$ cat src/rtl/es_pkg.sv
package es_pkg;

    typedef enum logic [1:0] {
        SM_FLICKERLESS = 2'b00,
        SM_HIGH        = 2'b01,
        SM_LOW         = 2'b10,
        SM_OFF         = 2'b11
    } shut_mode_e;

endpackage

$ cat src/rtl/es_cfg_calc.sv
module es_cfg_calc #(
    parameter int LOAD_W   = 9,
    parameter int LINE_W   = 10,
    parameter int FCNT_W   = 10,
    parameter int LPF_NTSC = 262,
    parameter int LPF_PAL  = 312,
    parameter int FLK_NTSC = 105,
    parameter int FLK_PAL  = 182
) (
    input  logic              clk,
    input  logic              rst_n,
    input  logic              field_stb,
    input  logic [LOAD_W-1:0] load_val,
    input  logic [1:0]        shut_mode,
    input  logic              std_pal,
    input  logic              frame_acc,
    output logic [LINE_W-1:0] act_dis_lines,
    output logic              nxt_lowfld,
    output logic [FCNT_W-1:0] nxt_period
);
    import es_pkg::*;

    localparam logic [LOAD_W-1:0] LOAD_MAX = '1;
    localparam logic [LINE_W-1:0] LPF_N_M1 = LINE_W'(LPF_NTSC - 1);
    localparam logic [LINE_W-1:0] LPF_P_M1 = LINE_W'(LPF_PAL - 1);
    localparam logic [LINE_W-1:0] FLK_N    = LINE_W'(FLK_NTSC);
    localparam logic [LINE_W-1:0] FLK_P    = LINE_W'(FLK_PAL);

    typedef struct packed {
        logic [LINE_W-1:0] dis_lines;
    } cfg_st_t;

    cfg_st_t           cfg_d, cfg_q;
    shut_mode_e        mode_in;
    logic [LOAD_W-1:0] span;
    logic [LINE_W-1:0] span_w;
    logic [LINE_W-1:0] lpf_m1;
    logic [LINE_W-1:0] hs_lines;
    logic [LINE_W-1:0] new_lines;

    always_comb begin
        mode_in  = shut_mode_e'(shut_mode);
        span     = LOAD_MAX - load_val;
        span_w   = LINE_W'(span);
        lpf_m1   = std_pal ? LPF_P_M1 : LPF_N_M1;
        // high-speed count never exceeds one line short of a full field
        hs_lines = (span_w > lpf_m1) ? lpf_m1 : span_w;

        unique case (mode_in)
            SM_HIGH:        new_lines = hs_lines;
            SM_FLICKERLESS: new_lines = std_pal ? FLK_P : FLK_N;
            default:        new_lines = '0;
        endcase

        // low-speed period: 2*S fields, forbidden S==0 falls back to 2
        nxt_lowfld = (mode_in == SM_LOW) && !frame_acc;
        nxt_period = (span == '0) ? FCNT_W'(2) : FCNT_W'({span, 1'b0});

        cfg_d = cfg_q;
        if (field_stb) begin
            cfg_d.dis_lines = new_lines;
        end
    end

    always_ff @(posedge clk or negedge rst_n) begin
        if (!rst_n) begin
            cfg_q <= '0;
        end else begin
            cfg_q <= cfg_d;
        end
    end

    assign act_dis_lines = cfg_q.dis_lines;

endmodule

$ cat src/rtl/es_line_gate.sv
module es_line_gate #(
    parameter int LINE_W = 10
) (
    input  logic              clk,
    input  logic              rst_n,
    input  logic              field_stb,
    input  logic              line_stb,
    input  logic [LINE_W-1:0] dis_lines,
    output logic              dis_req
);
    localparam logic [LINE_W-1:0] LCNT_MAX = '1;

    typedef struct packed {
        logic [LINE_W-1:0] lcnt;
        logic              dis;
    } lg_st_t;

    lg_st_t lg_d, lg_q;

    always_comb begin
        lg_d     = lg_q;
        lg_d.dis = 1'b0;
        if (field_stb) begin
            lg_d.lcnt = '0;
        end else if (line_stb) begin
            lg_d.dis = (lg_q.lcnt < dis_lines);
            if (lg_q.lcnt != LCNT_MAX) begin
                lg_d.lcnt = lg_q.lcnt + LINE_W'(1);
            end
        end
    end

    always_ff @(posedge clk or negedge rst_n) begin
        if (!rst_n) begin
            lg_q <= '0;
        end else begin
            lg_q <= lg_d;
        end
    end

    assign dis_req = lg_q.dis;

endmodule

$ cat src/rtl/es_field_seq.sv
module es_field_seq #(
    parameter int FCNT_W = 10
) (
    input  logic              clk,
    input  logic              rst_n,
    input  logic              field_stb,
    input  logic              rd_en,
    input  logic              lowfld,
    input  logic [FCNT_W-1:0] period,
    output logic              rd_req,
    output logic              wen
);
    typedef struct packed {
        logic [FCNT_W-1:0] fcnt;
        logic              rd;
        logic              wen;
    } fs_st_t;

    fs_st_t fs_d, fs_q;
    logic   rd_field;

    always_comb begin
        fs_d     = fs_q;
        fs_d.rd  = 1'b0;
        rd_field = 1'b0;
        if (field_stb) begin
            if (lowfld) begin
                rd_field  = (fs_q.fcnt <= FCNT_W'(1));
                fs_d.fcnt = rd_field ? period : (fs_q.fcnt - FCNT_W'(1));
                fs_d.wen  = rd_field;
            end else begin
                rd_field  = 1'b1;
                fs_d.fcnt = '0;
                fs_d.wen  = 1'b1;
            end
            fs_d.rd = rd_field && rd_en;
        end
    end

    always_ff @(posedge clk or negedge rst_n) begin
        if (!rst_n) begin
            fs_q <= '0;
        end else begin
            fs_q <= fs_d;
        end
    end

    assign rd_req = fs_q.rd;
    assign wen    = fs_q.wen;

endmodule

$ cat src/rtl/es_shutter_timer.sv
module es_shutter_timer #(
    parameter int LOAD_W   = 9,
    parameter int LINE_W   = 10,
    parameter int LPF_NTSC = 262,
    parameter int LPF_PAL  = 312,
    parameter int FLK_NTSC = 105,
    parameter int FLK_PAL  = 182
) (
    input  logic              clk,
    input  logic              rst_n,
    input  logic              line_stb,
    input  logic              field_stb,
    input  logic [LOAD_W-1:0] load_val,
    input  logic [1:0]        shut_mode,
    input  logic              std_pal,
    input  logic              frame_acc,
    input  logic              rd_en,
    output logic              dis_req,
    output logic              rd_req,
    output logic              wen
);
    localparam int FCNT_W = LOAD_W + 1;

    logic [LINE_W-1:0] act_dis_lines;
    logic              nxt_lowfld;
    logic [FCNT_W-1:0] nxt_period;

    es_cfg_calc #(
        .LOAD_W  (LOAD_W),
        .LINE_W  (LINE_W),
        .FCNT_W  (FCNT_W),
        .LPF_NTSC(LPF_NTSC),
        .LPF_PAL (LPF_PAL),
        .FLK_NTSC(FLK_NTSC),
        .FLK_PAL (FLK_PAL)
    ) u_cfg (
        .clk          (clk),
        .rst_n        (rst_n),
        .field_stb    (field_stb),
        .load_val     (load_val),
        .shut_mode    (shut_mode),
        .std_pal      (std_pal),
        .frame_acc    (frame_acc),
        .act_dis_lines(act_dis_lines),
        .nxt_lowfld   (nxt_lowfld),
        .nxt_period   (nxt_period)
    );

    es_line_gate #(
        .LINE_W(LINE_W)
    ) u_line (
        .clk      (clk),
        .rst_n    (rst_n),
        .field_stb(field_stb),
        .line_stb (line_stb),
        .dis_lines(act_dis_lines),
        .dis_req  (dis_req)
    );

    es_field_seq #(
        .FCNT_W(FCNT_W)
    ) u_field (
        .clk      (clk),
        .rst_n    (rst_n),
        .field_stb(field_stb),
        .rd_en    (rd_en),
        .lowfld   (nxt_lowfld),
        .period   (nxt_period),
        .rd_req   (rd_req),
        .wen      (wen)
    );

endmodule

$ cat config.mk
export PLATFORM = sky130hd
export DESIGN_NAME = es_shutter_timer
export DESIGN_NICKNAME = d
export VERILOG_FILES = /design/src/rtl/es_pkg.sv /design/src/rtl/es_cfg_calc.sv /design/src/rtl/es_line_gate.sv /design/src/rtl/es_field_seq.sv /design/src/rtl/es_shutter_timer.sv
export SDC_FILE = /design/constraint.sdc
export NUM_CORES = 1
export LEC_CHECK = 0
export BUFFER_PORTS_ARGS = -buffer_cell sky130_fd_sc_hd__buf_4
export CORE_AREA = 2 2 65 67
export DETAILED_ROUTE_END_ITERATION = 16
export DIE_AREA = 0 0 67 69
export GPL_ROUTABILITY_DRIVEN = 0
export HOLD_SLACK_MARGIN = 0.03
export PLACE_DENSITY = 0.87
export SKIP_CTS_REPAIR_TIMING = 1
export SLEW_MARGIN = 20
export SYNTH_ARGS = -nofsm -noshare
export SYNTH_HDL_FRONTEND = slang
export SYNTH_HIERARCHICAL = 1
export SYNTH_SLANG_ARGS = --single-unit
$ cat constraint.sdc
create_clock -name clk -period 2.5 [get_ports clk]
set_input_delay 0 -clock clk [delete_from_list [all_inputs] [get_ports clk]]
set_output_delay 0 -clock clk [all_outputs]
set_load 0.05 [all_outputs]
======== Word level (Yosys, flattened, before mapping) ========
Cells that the tools add are included.
word-level totals
  flip-flop bits (word level) ............. 33
  input bits .............................. 18
  word-level logic and storage cells ...... 37
operators by class
  order comparisons ....................... 3
  add/subtract/negate cells ............... 3
  multiplexer cells ....................... 14
  reductions and logical operators ........ 8
  equal/unequal tests ..................... 3
operators by type and width
  cell                     number
  $mux W10                 6
  $pmux W10 S2             1
  $mux W11                 1
  $add A10 B1 Y10 const B  1
  $gt A9 B10 Y1            1
  $le A10 B1 Y1 const B    1
  $lt A10 B10 Y1           1
  $ne A10 B10 Y1 const B   1
  $sub A10 B1 Y10 const B  1
  $logic_not A9 Y1         1
  $sub A9 B9 Y9 const A    1
  $mux W8                  1
  $mux W6                  1
  $reduce_bool A2 Y1       2
  $mux W1                  3
  $eq A2 B1 Y1 const B     1
  $eq A2 B2 Y1 const B     1
  $logic_and A1 B1 Y1      2
  $logic_not A2 Y1         1
  $mux W2                  1
  $reduce_and A2 Y1        1
  $logic_not A1 Y1         1

======== Longest topological paths before layout ========
Gate-level depths: netlist (run 1).
  depth in word-level cells ............... 6
  mapped depth ............................ 7
  gate-level depth less buffers ........... 7

======== By module ========
Netlist (run 1), hierarchy kept.
modules (own cells, without submodules)
  module        seq. area each (µm²)  instances  cells each  area each (µm²)
  es_field_seq  300.3                 1          86          803.3
  es_line_gate  275.3                 1          85          794.5
  es_cfg_calc   225.2                 1          74          639.4

======== Least setup slack after synthesis (run 1) ========
OpenSTA, ideal clock, no wires.
  kind .................................... reg2reg
  start point ............................. register u_field/fs_q[2] (netlist bit)
  end point ............................... register u_field/fs_q[10] (netlist bit)
  stages on the path, launching flop included .. 8
  arrival ................................. 1.688 ns
  setup time .............................. 0.078 ns
  slack ................................... 0.734 ns
  required time ........................... 2.422 ns
  period minus slack after synthesis ...... 1.766 ns
  cell sequence ........................... dfrtp_1 -> inv_1 -> ha_1 -> or3b_1 -> buf_2 -> a2111oi_0 -> a21oi_1 -> o2bb2ai_1
between the ends
  cells in the longest elaborated chain, start to end .. 3
  elaborated cells on any way between the ends .. 4
  those cells by class .................... add/sub (1); order compare (1); mux (2)
ends and longest elaborated chain
  what                                                     line                                    RTL
  from (decl)                                              es_field_seq.sv:19                      fs_st_t fs_d, fs_q;
  from (signal assigned)                                   es_field_seq.sv:44                      fs_q <= fs_d;
  $sub A10 B1 Y10 / $le A10 B1 Y1 (equally long branches)  es_field_seq.sv:29, es_field_seq.sv:28
  $mux W10 *                                               es_field_seq.sv:29                      fs_d.fcnt = rd_field ? period : (fs_q.fcnt - FCNT_W'(1));
  $mux W10 *                                               es_field_seq.sv:27                      if (lowfld) begin
Mark *: on every way between the ends. The rest lies on a longest branch, timed or not.
A chain may end at the register's enable or synchronous reset.

======== Worst setup path after layout (run 1) ========
Same ends and word-level chain as after synthesis.

==> summary.md, run 1 <==
| Metric | Value |
|---|---|
| Number of flops mapped to enable cells by yosys | `0` |
| Pin count of the biggest net entering global routing | `42` |
| Full die area | `4620 um2` |
| Final total negative setup slack | `0 ns` |
| Achievable frequency | `505 MHz` |
| Clock Pin Slew Worst Setup and Hold Paths | `around 0.070 ns` |
| Starting density of the core | `0.572` |
| Num CTS Buffers | `5` |
| Number of synthesized register bits | `32` |
| Standard cell core area | `3910 um2` |
| Worst hold path endpoint | `u_cfg/act_dis_lines[1]$_DFFE_PN0P_` |
| H-tree levels | `2` |
| TritonCTS clock tree | `done` |
| Cell count of the worst hold path | `3` |
| FP Rows | `23` |
| Critical Path, Cell by Cell | `inv_1 -> ha_1 -> or3b_1 -> a2111oi_0 -> a21oi_1 -> o2bb2ai_1` |
| Delay of the slowest cell on the worst path | `0.46 ns` |
| First-pass GRT wire length | `roughly 8.5 mm` |
| Top_reg_cell synth | `sky130_fd_sc_hd__dfrtp_1` |
| Number of hold violations in the final report | `0` |
| Via count of the first global-routing pass | `1919` |
| Count of final setup violators | `0` |
| Clock sink count | `32` |
| Most frequent cells after synthesis | `sky130_fd_sc_hd__dfrtp_1 (32), sky130_fd_sc_hd__inv_1 (30), sky130_fd_sc_hd__nor2_1 (16)` |
| Most frequent cell after synthesis | `sky130_fd_sc_hd__dfrtp_1` |
| Reg-to-reg slack, setup | `around 0.52 ns` |
| Pre-Repair DR Iteration Count | `5` |
| Ranking of synthesized cells by area | `sky130_fd_sc_hd__dfrtp_1 (36%), sky130_fd_sc_hd__ha_1 (8.4%), sky130_fd_sc_hd__inv_1 (5.0%)` |
| Clock insertion delay at the later pin of the skew report | `0.28 ns` |
| Worst min-delay path startpoint | `std_pal` |
| R2R cell count | `6` |
| Startpoint type of the worst setup path | `register` |
| Average routed wire per standard cell | `about 16 um` |
| Post-synth design cell area | `2240 um2` |
| Die boundary width | `about 67 um` |
| Number of top-level pins | `21` |
| Worst vdd rail ir drop | `0.000353 V` |
| Portion of the clock cycle consumed by the worst path in the final layout | `0.791` |
| RSZ-0062 raised after global routing | `no` |
| Worst slack on hold paths | `0.0142 ns` |
| Worst Setup Path Type | `reg -> reg` |
| Fill cell count | `~330` |
| Relative slew margins | `0.595` |
| Overall track demand over capacity in global routing | `0.235` |
| N_diodes | `0` |
| Worst Skew | `roughly 0.004 ns` |
| Share of synthesized area occupied by flip-flops and latches | `0.358` |
| Total count of max-transition violations in the final report | `0` |
| Layout cell share with drive strength beyond 1 | `0.151` |
| Detailed-route vias per instance | `6.34` |
| Leftover overflow at the end of global routing | `0` |
| Area overhead of the layout relative to synthesis | `14.3%` |
| Tmin final | `1.98 ns` |
| Library cell with the largest summed area after synthesis | `sky130_fd_sc_hd__dfrtp_1` |
| Antenna violations before repair | `0` |
| Run status | `finished, final reports clean` |
| Clock buffer depth | `2` |
| Proportion of netlist area held by the largest area contributor | `0.358` |
| Critical path fanouts, max | `6` |
| Sum of net half-perimeters after detailed placement | `3.60 mm` |
| Vias post-DR | `2041` |
| Leakage power of the design | `between 1 and 1.5 nW` |
| Net count of the finished layout | `slightly above 300` |
| Logic depth of the worst setup path including buffers | `6` |
| Endpoint of the worst register-to-register path | `u_field/fs_q[10]$_DFFE_PN0P_` |
| Pwr/cell area | `563 nW/um2` |
| Die boundary height | `slightly below 70 um` |
| Post-synthesis cell type count | `59` |
| Nature of the critical path endpoint | `register` |
| Slowest CP cell | `sky130_fd_sc_hd__or3b_1` |
| Launch point of the worst reg-to-reg path | `u_field/fs_q[2]$_DFFE_PN0P_` |
| Port Buffer Count | `20` |
| Top delay family on crit path | `compound AO/OA/AOI/OAI gates` |
| Worst min-delay path category | `in -> reg` |
| Least-Margin Pin Slew | `0.603 ns` |
| Final ANT Viol Nets | `0` |
| Post-Syn Area per Cell | `9.13 um2` |
| Buffers and inverters on the worst path | `1` |
| Number of design-rule violations left by the first detailed-router iteration | `186` |
| Required time worst endpoint | `2.71 ns` |
| YS warnings | `6` |
| Buffer type at the clock tree root | `sky130_fd_sc_hd__clkbuf_8` |
| Post-synthesis instance total | `245` |
| DRT Wirelength | `5.03 mm` |
| # DRC | `0` |
| Number of max-capacitance violations reported | `0` |
| Async SR Flop Fraction | `1.00` |
| Crit path arrival time | `2.19 ns` |
stage by stage:
step                      cell area (um2)  power (mW)  instances  setup WS [ns]   util
after global routing                 2560        1.52        322          0.274  0.653
after global placement               2420        1.01        309          0.685  0.617
after detailed placement             2420        1.01        309          0.626  0.617
after floorplan                      2240       0.906        246          0.734      -
after CTS                            2510        1.43        317          0.589  0.640
final                                2560        1.44        322          0.521  0.653
cell usage in the layout, fill, tap and decap left out, types with 3 or more instances in the layout:
cell                            instances
sky130_fd_sc_hd__a211oi_1               3
sky130_fd_sc_hd__o21ai_1                3
sky130_fd_sc_hd__o2bb2ai_1              4
sky130_fd_sc_hd__o211ai_1               5
sky130_fd_sc_hd__buf_4                 21
sky130_fd_sc_hd__or3_1                  3
sky130_fd_sc_hd__a21oi_1               11
sky130_fd_sc_hd__nand2b_1               5
sky130_fd_sc_hd__o22ai_1                3
sky130_fd_sc_hd__mux2i_1                4
sky130_fd_sc_hd__clkbuf_8               6
sky130_fd_sc_hd__ha_1                  15
sky130_fd_sc_hd__dfrtp_1               32
sky130_fd_sc_hd__dlygate4sd3_1          5
sky130_fd_sc_hd__nand4_1                5
sky130_fd_sc_hd__nand3_1               10
sky130_fd_sc_hd__o21a_1                 3
sky130_fd_sc_hd__o31ai_1                4
sky130_fd_sc_hd__nor3b_1                3
sky130_fd_sc_hd__o21ai_0                9
sky130_fd_sc_hd__nand2_1               13
sky130_fd_sc_hd__nor3_1                 8
sky130_fd_sc_hd__a31oi_1                4
sky130_fd_sc_hd__xor2_1                 4
sky130_fd_sc_hd__inv_1                 30
sky130_fd_sc_hd__nor2_1                16
sequential cells by signal, indices dropped and copies added, names as in the netlist:
name / count
u_line/dis_req: 1
u_field/fs_q: 10
u_cfg/act_dis_lines: 9
u_field/rd_req: 1
u_line/lg_q: 10
u_field/wen: 1
tightest hold or removal path, stage by stage:
cell	delay [ns]
sky130_fd_sc_hd__buf_4	0.10
sky130_fd_sc_hd__nand3_1	0.06
sky130_fd_sc_hd__o211ai_1	0.10
power by group:
| group | internal, mW | switching, mW | leakage [nW] | total (mW) |
|---|---|---|---|---|
| Sequential | 0.556 | 0.0408 | 0.422 | 0.596 |
| Combinational | 0.174 | 0.251 | 0.701 | 0.425 |
| Clock | 0.225 | 0.192 | 0.0455 | 0.417 |
cell type report:
class | count | area, um2 | share of cell area
multi-input combinational | 176 | 1280 | 0.502
sequential | 32 | 801 | 0.313
timing repair buffer | 26 | 208 | 0.0813
inverter | 30 | 113 | 0.0441
clock buffer | 8 | 90.1 | 0.0352
tap | 50 | 62.6 | 0.0245
cell families (layout without fill, tap and decap cells):
kind of cell             after synthesis  count (layout)  share of synthesized area
XOR/XNOR                               4               4                     0.0157
multiplexers                           4               4                     0.0179
buffers and inverters                 38              64                     0.0705
AO/OA/AOI/OAI                         73              73                      0.249
adder cells (fa/ha/maj)               15              15                     0.0839
AND/OR/NAND/NOR                       78              78                      0.203
other                                  1               2                    0.00168
flip-flops                            32              32                      0.358
how the worst max path moves through the flow:
| stage | slack, ns | from | to |
|---|---|---|---|
| 2_1_floorplan | 0.73 | u_field/fs_q[2]$_DFFE_PN0P_ | u_field/fs_q[10]$_DFFE_PN0P_ |
| 3_3_place_gp | 0.68 | u_field/fs_q[2]$_DFFE_PN0P_ | u_field/fs_q[10]$_DFFE_PN0P_ |
| 3_5_place_dp | 0.63 | u_field/fs_q[2]$_DFFE_PN0P_ | u_field/fs_q[10]$_DFFE_PN0P_ |
| 4_1_cts | 0.59 | u_field/fs_q[2]$_DFFE_PN0P_ | u_field/fs_q[10]$_DFFE_PN0P_ |
| 5_1_grt | 0.27 | u_field/fs_q[2]$_DFFE_PN0P_ | u_field/fs_q[10]$_DFFE_PN0P_ |
| 6_report | 0.52 | u_field/fs_q[2]$_DFFE_PN0P_ | u_field/fs_q[10]$_DFFE_PN0P_ |
routing by layer:
metal,share of wire,vias up,track usage
met1,0.44,991,0.310
li1,-,956,-
met3,0.065,5,0.0506
met4,0.0083,0,0.104
met5,0,-,0
met2,0.49,89,0.364
No activity file was read; power rests on OpenSTA's default activity.
==> inputs of run 2 (changes only) <==
Settings changed: ABC_AREA set to 1, CORE_AREA 2 2 65 67 to 2 2 67 69, DIE_AREA 0 0 67 69 to 0 0 69 71, PLACE_DENSITY 0.87 to 0.89.
Clock period 2.5 ns to 2 ns, I/O delays scaled along.
==> summary.md, run 2 <==
| Metric | Value |
|---|---|
| Slowest CP cell | `sky130_fd_sc_hd__dfrtp_1` |
| Most frequent cell after synthesis | `sky130_fd_sc_hd__nand2_1` |
| Fill cell count | `381 (+17%)` |
| Sum of net half-perimeters after detailed placement | `4.05 mm (+12%)` |
| Clock Pin Slew Worst Setup and Hold Paths | `0.07 ns (about the same)` |
| Share of synthesized area occupied by flip-flops and latches | `0.329 (-0.0294)` |
| Worst slack on hold paths | `0.00387 ns (-0.0103 ns)` |
| Required time worst endpoint | `2.17 ns (-0.54 ns)` |
| Standard cell core area | `4200 um2 (+7.4%)` |
| Switching power share of the total | `0.328 (-0.00850)` |
| M1 WL | `2.39 mm (+8.9%)` |
| Number of design-rule violations left by the first detailed-router iteration | `112 (-40%)` |
| Pre-Repair DR Iteration Count | `4 (-1)` |
| Tmin final | `1.72 ns (-0.264 ns)` |
| Buffer type at the clock tree root | `sky130_fd_sc_hd__clkbuf_8` |
| Starting density of the core | `0.580 (+0.00815)` |
| Port Buffer Count | `20 (unchanged)` |
| Total area of sequential cells | `801 um2 (unchanged)` |
| Layout cell share with drive strength beyond 1 | `0.139 (-0.0116)` |
| Post-synth design cell area | `2440 um2 (+8.9%)` |
| Number of flops mapped to enable cells by yosys | `0 (unchanged)` |
| Proportion of power drawn by flip-flops and latches | `0.395 (-0.020)` |
| Net count of the finished layout | `420 (+38%)` |
| Final ANT Viol Nets | `0 (unchanged)` |
| Worst Setup Slack, final | `0.285 ns (-0.236 ns)` |
| Clock buffer depth | `2 (unchanged)` |
| RSZ-0062 raised after global routing | `no` |
| Startpoint type of the worst setup path | `register` |
| Delay of the slowest cell on the worst path | `0.42 ns (-0.04 ns)` |
| DRT Wirelength | `5.31 mm (+5.5%)` |
| Worst Setup Path Type | `reg -> reg` |
| Worst min-delay path category | `in -> reg` |
| Most common cell after layout, fill and taps aside | `sky130_fd_sc_hd__nand2_1` |
| Clock insertion delay at the later pin of the skew report | `0.28 ns (about the same)` |
| Die boundary height | `71 um (+2.9%)` |
| Ranking of synthesized cells by area | `sky130_fd_sc_hd__dfrtp_1 (33%), sky130_fd_sc_hd__nand2_1 (18%), sky130_fd_sc_hd__inv_1 (9.4%)` |
| Antenna violations before repair | `0 (unchanged)` |
| Top_reg_cell synth | `sky130_fd_sc_hd__dfrtp_1` |
| Async SR Flop Fraction | `1.00 (unchanged)` |
| Pwr/cell area | `668 nW/um2 (+19%)` |
| Top delay family on crit path | `simple AND/OR/NAND/NOR gates` |
| Worst vdd rail ir drop | `0.000468 V (+33%)` |
| Run status | `finished, final reports clean` |
| Worst Skew | `0.00489 ns (+0.000958 ns)` |
| Post-synthesis instance total | `360 (+47%)` |
| Multi-input combinational cell area | `1360 um2 (+6.0%)` |
| Final cell count without fillers | `440 (+37%)` |
| First-pass GRT wire length | `9.27 mm (+9.0%)` |
| Critical path fanouts, max | `11 (+5)` |
| Number of hold violations in the final report | `0 (unchanged)` |
| Nature of the critical path endpoint | `register` |
| Die boundary width | `69 um (+3.0%)` |
| Design Area, Final | `2760 um2 (+8.1%)` |
| Count of final setup violators | `0 (unchanged)` |
| Via count of the first global-routing pass | `2174 (+13%)` |
| Overall track demand over capacity in global routing | `0.229 (-0.00556)` |
| Achievable frequency | `583 MHz (+15%)` |
| Leakage power of the design | `1.56 nW (+34%)` |
| Critical Path, Cell by Cell | `ha_1 -> nand2_1 -> nor2_4 -> nand3_2 -> a21oi_2 -> inv_1 -> nand2_1 -> nand2_1` |
| YS warnings | `6 (unchanged)` |
| Pin count of the biggest net entering global routing | `33 (-21%)` |
| Critical Path Most Common Cell | `sky130_fd_sc_hd__nand2_1` |
| Average routed wire per standard cell | `12.1 um (-23%)` |
| Post-synthesis cell type count | `31 (-47%)` |
| Cell area after placement | `2620 um2 (+8.2%)` |
| Final cell utilization of the core | `0.657 (+0.00401)` |
| Crit path arrival time | `1.89 ns (-0.30 ns)` |
| Cell count after placement | `428 (+39%)` |
| Pre-CTS setup slack | `0.299 ns (-0.327 ns)` |
| Proportion of netlist area held by the largest area contributor | `0.329 (-0.0294)` |
| Detailed-route vias per instance | `5.25 (-17%)` |
| Final total negative setup slack | `0 ns (unchanged)` |
| Post-Syn Area per Cell | `6.77 um2 (-26%)` |
| Total count of max-transition violations in the final report | `0 (unchanged)` |
| Number of top-level pins | `21 (unchanged)` |
| Top routing layer in use | `met4` |
| Number of max-capacitance violations reported | `0 (unchanged)` |
| Buffers and inverters on the worst path | `1 (unchanged)` |
| Portion of the clock cycle consumed by the worst path in the final layout | `0.858 (+0.0660)` |
| FP Rows | `24 (+4.3%)` |
| Met3 wire len | `310 um (-5.5%)` |
| TritonCTS clock tree | `done` |
| Number of synthesized register bits | `32 (unchanged)` |
| Total internal power | `1.24 mW (+30%)` |
| H-tree levels | `2 (unchanged)` |
| Full die area | `4900 um2 (+6.0%)` |
| Clk pwr share | `0.325 (+0.035)` |
| Switching component of the power | `0.605 mW (+25%)` |
| Proportion of power drawn by combinational gates | `0.280 (-0.016)` |
| Num CTS Buffers | `5 (unchanged)` |
| # DRC | `0 (unchanged)` |
| Library cell with the largest summed area after synthesis | `sky130_fd_sc_hd__dfrtp_1` |
| Area overhead of the layout relative to synthesis | `13.3%` |
| Most frequent cells after synthesis | `sky130_fd_sc_hd__nand2_1 (118), sky130_fd_sc_hd__inv_1 (61), sky130_fd_sc_hd__nand3_1 (37)` |
| Clock sink count | `32 (unchanged)` |
| Power consumption | `1.84 mW (+28%)` |
| Vias post-DR | `2309 (+13%)` |
| Routed wire length on met2 | `2.50 mm (+1.2%)` |
| N_diodes | `0 (unchanged)` |
| Commonest cells after routing, fill and taps aside | `sky130_fd_sc_hd__nand2_1 (118), sky130_fd_sc_hd__inv_1 (61), sky130_fd_sc_hd__nand3_1 (37)` |
| Leftover overflow at the end of global routing | `0 (unchanged)` |
run 2: power groups by stage:
| stage | logic, mW | clock network [mW] | registers, mW |
|---|---|---|---|
| 3_5_place_dp | 0.503 | 0 | 0.739 |
| 3_3_place_gp | 0.490 | 0 | 0.736 |
| 6_report | 0.517 | 0.599 | 0.728 |
| 4_1_cts | 0.509 | 0.611 | 0.727 |
| 5_1_grt | 0.589 | 0.646 | 0.733 |
| 2_1_floorplan | 0.378 | 0 | 0.745 |
run 2: area by class of cell:
class / instances / area share
clock inverters: 2 / 0.0127
repair buffers: 24 / 0.0688
flip-flops and latches: 32 / 0.290
well taps: 52 / 0.0236
clock buffers: 6 / 0.0263
multi-input cells: 260 / 0.492
inverters: 64 / 0.0870
run 2: worst paths after layout:
kind,start,endpoint,slack [ns],cells past startpoint
worst max-delay path,u_line/lg_q[2]$_DFFE_PN0P_,u_line/lg_q[6]$_DFFE_PN0P_,0.28,8
worst min-delay path,shut_mode[0],u_cfg/act_dis_lines[5]$_DFFE_PN0P_,0.004,4
worst max register to register,u_line/lg_q[2]$_DFFE_PN0P_,u_line/lg_q[6]$_DFFE_PN0P_,0.28,8
worst min register to register,u_cfg/act_dis_lines[5]$_DFFE_PN0P_,u_cfg/act_dis_lines[5]$_DFFE_PN0P_,0.49,2
max in group asynchronous,rst_n,u_cfg/act_dis_lines[4]$_DFFE_PN0P_,1.51,2
min in group asynchronous,rst_n,u_field/fs_q[7]$_DFFE_PN0P_,0.20,2
run 2: cells by family after synthesis:
kind of cell,Yosys count,synth area share
AOI/OAI and AO/OA,26,0.0590
xor gates and xnor gates,4,0.0144
adders and majority gates,15,0.0770
buffers and inverters,69,0.115
DFF,32,0.329
other,1,0.00154
and+or+nand+nor,213,0.404
run 2: per-layer routing:
metal  up-vias  global-route usage
li1       1175                   -
met1      1046               0.303
met2        77               0.370
met3        11              0.0385
met4         0               0.107
met5         -                   0
run 2: worst register-to-register path: stages, from the launching register on:
cell and delay [ns]:
sky130_fd_sc_hd__dfrtp_1 0.42, sky130_fd_sc_hd__ha_1 0.21, sky130_fd_sc_hd__nand2_1 0.11, sky130_fd_sc_hd__nor2_4 0.16, sky130_fd_sc_hd__nand3_2 0.11, sky130_fd_sc_hd__a21oi_2 0.41
sky130_fd_sc_hd__inv_1 0.08, sky130_fd_sc_hd__nand2_1 0.07, sky130_fd_sc_hd__nand2_1 0.04
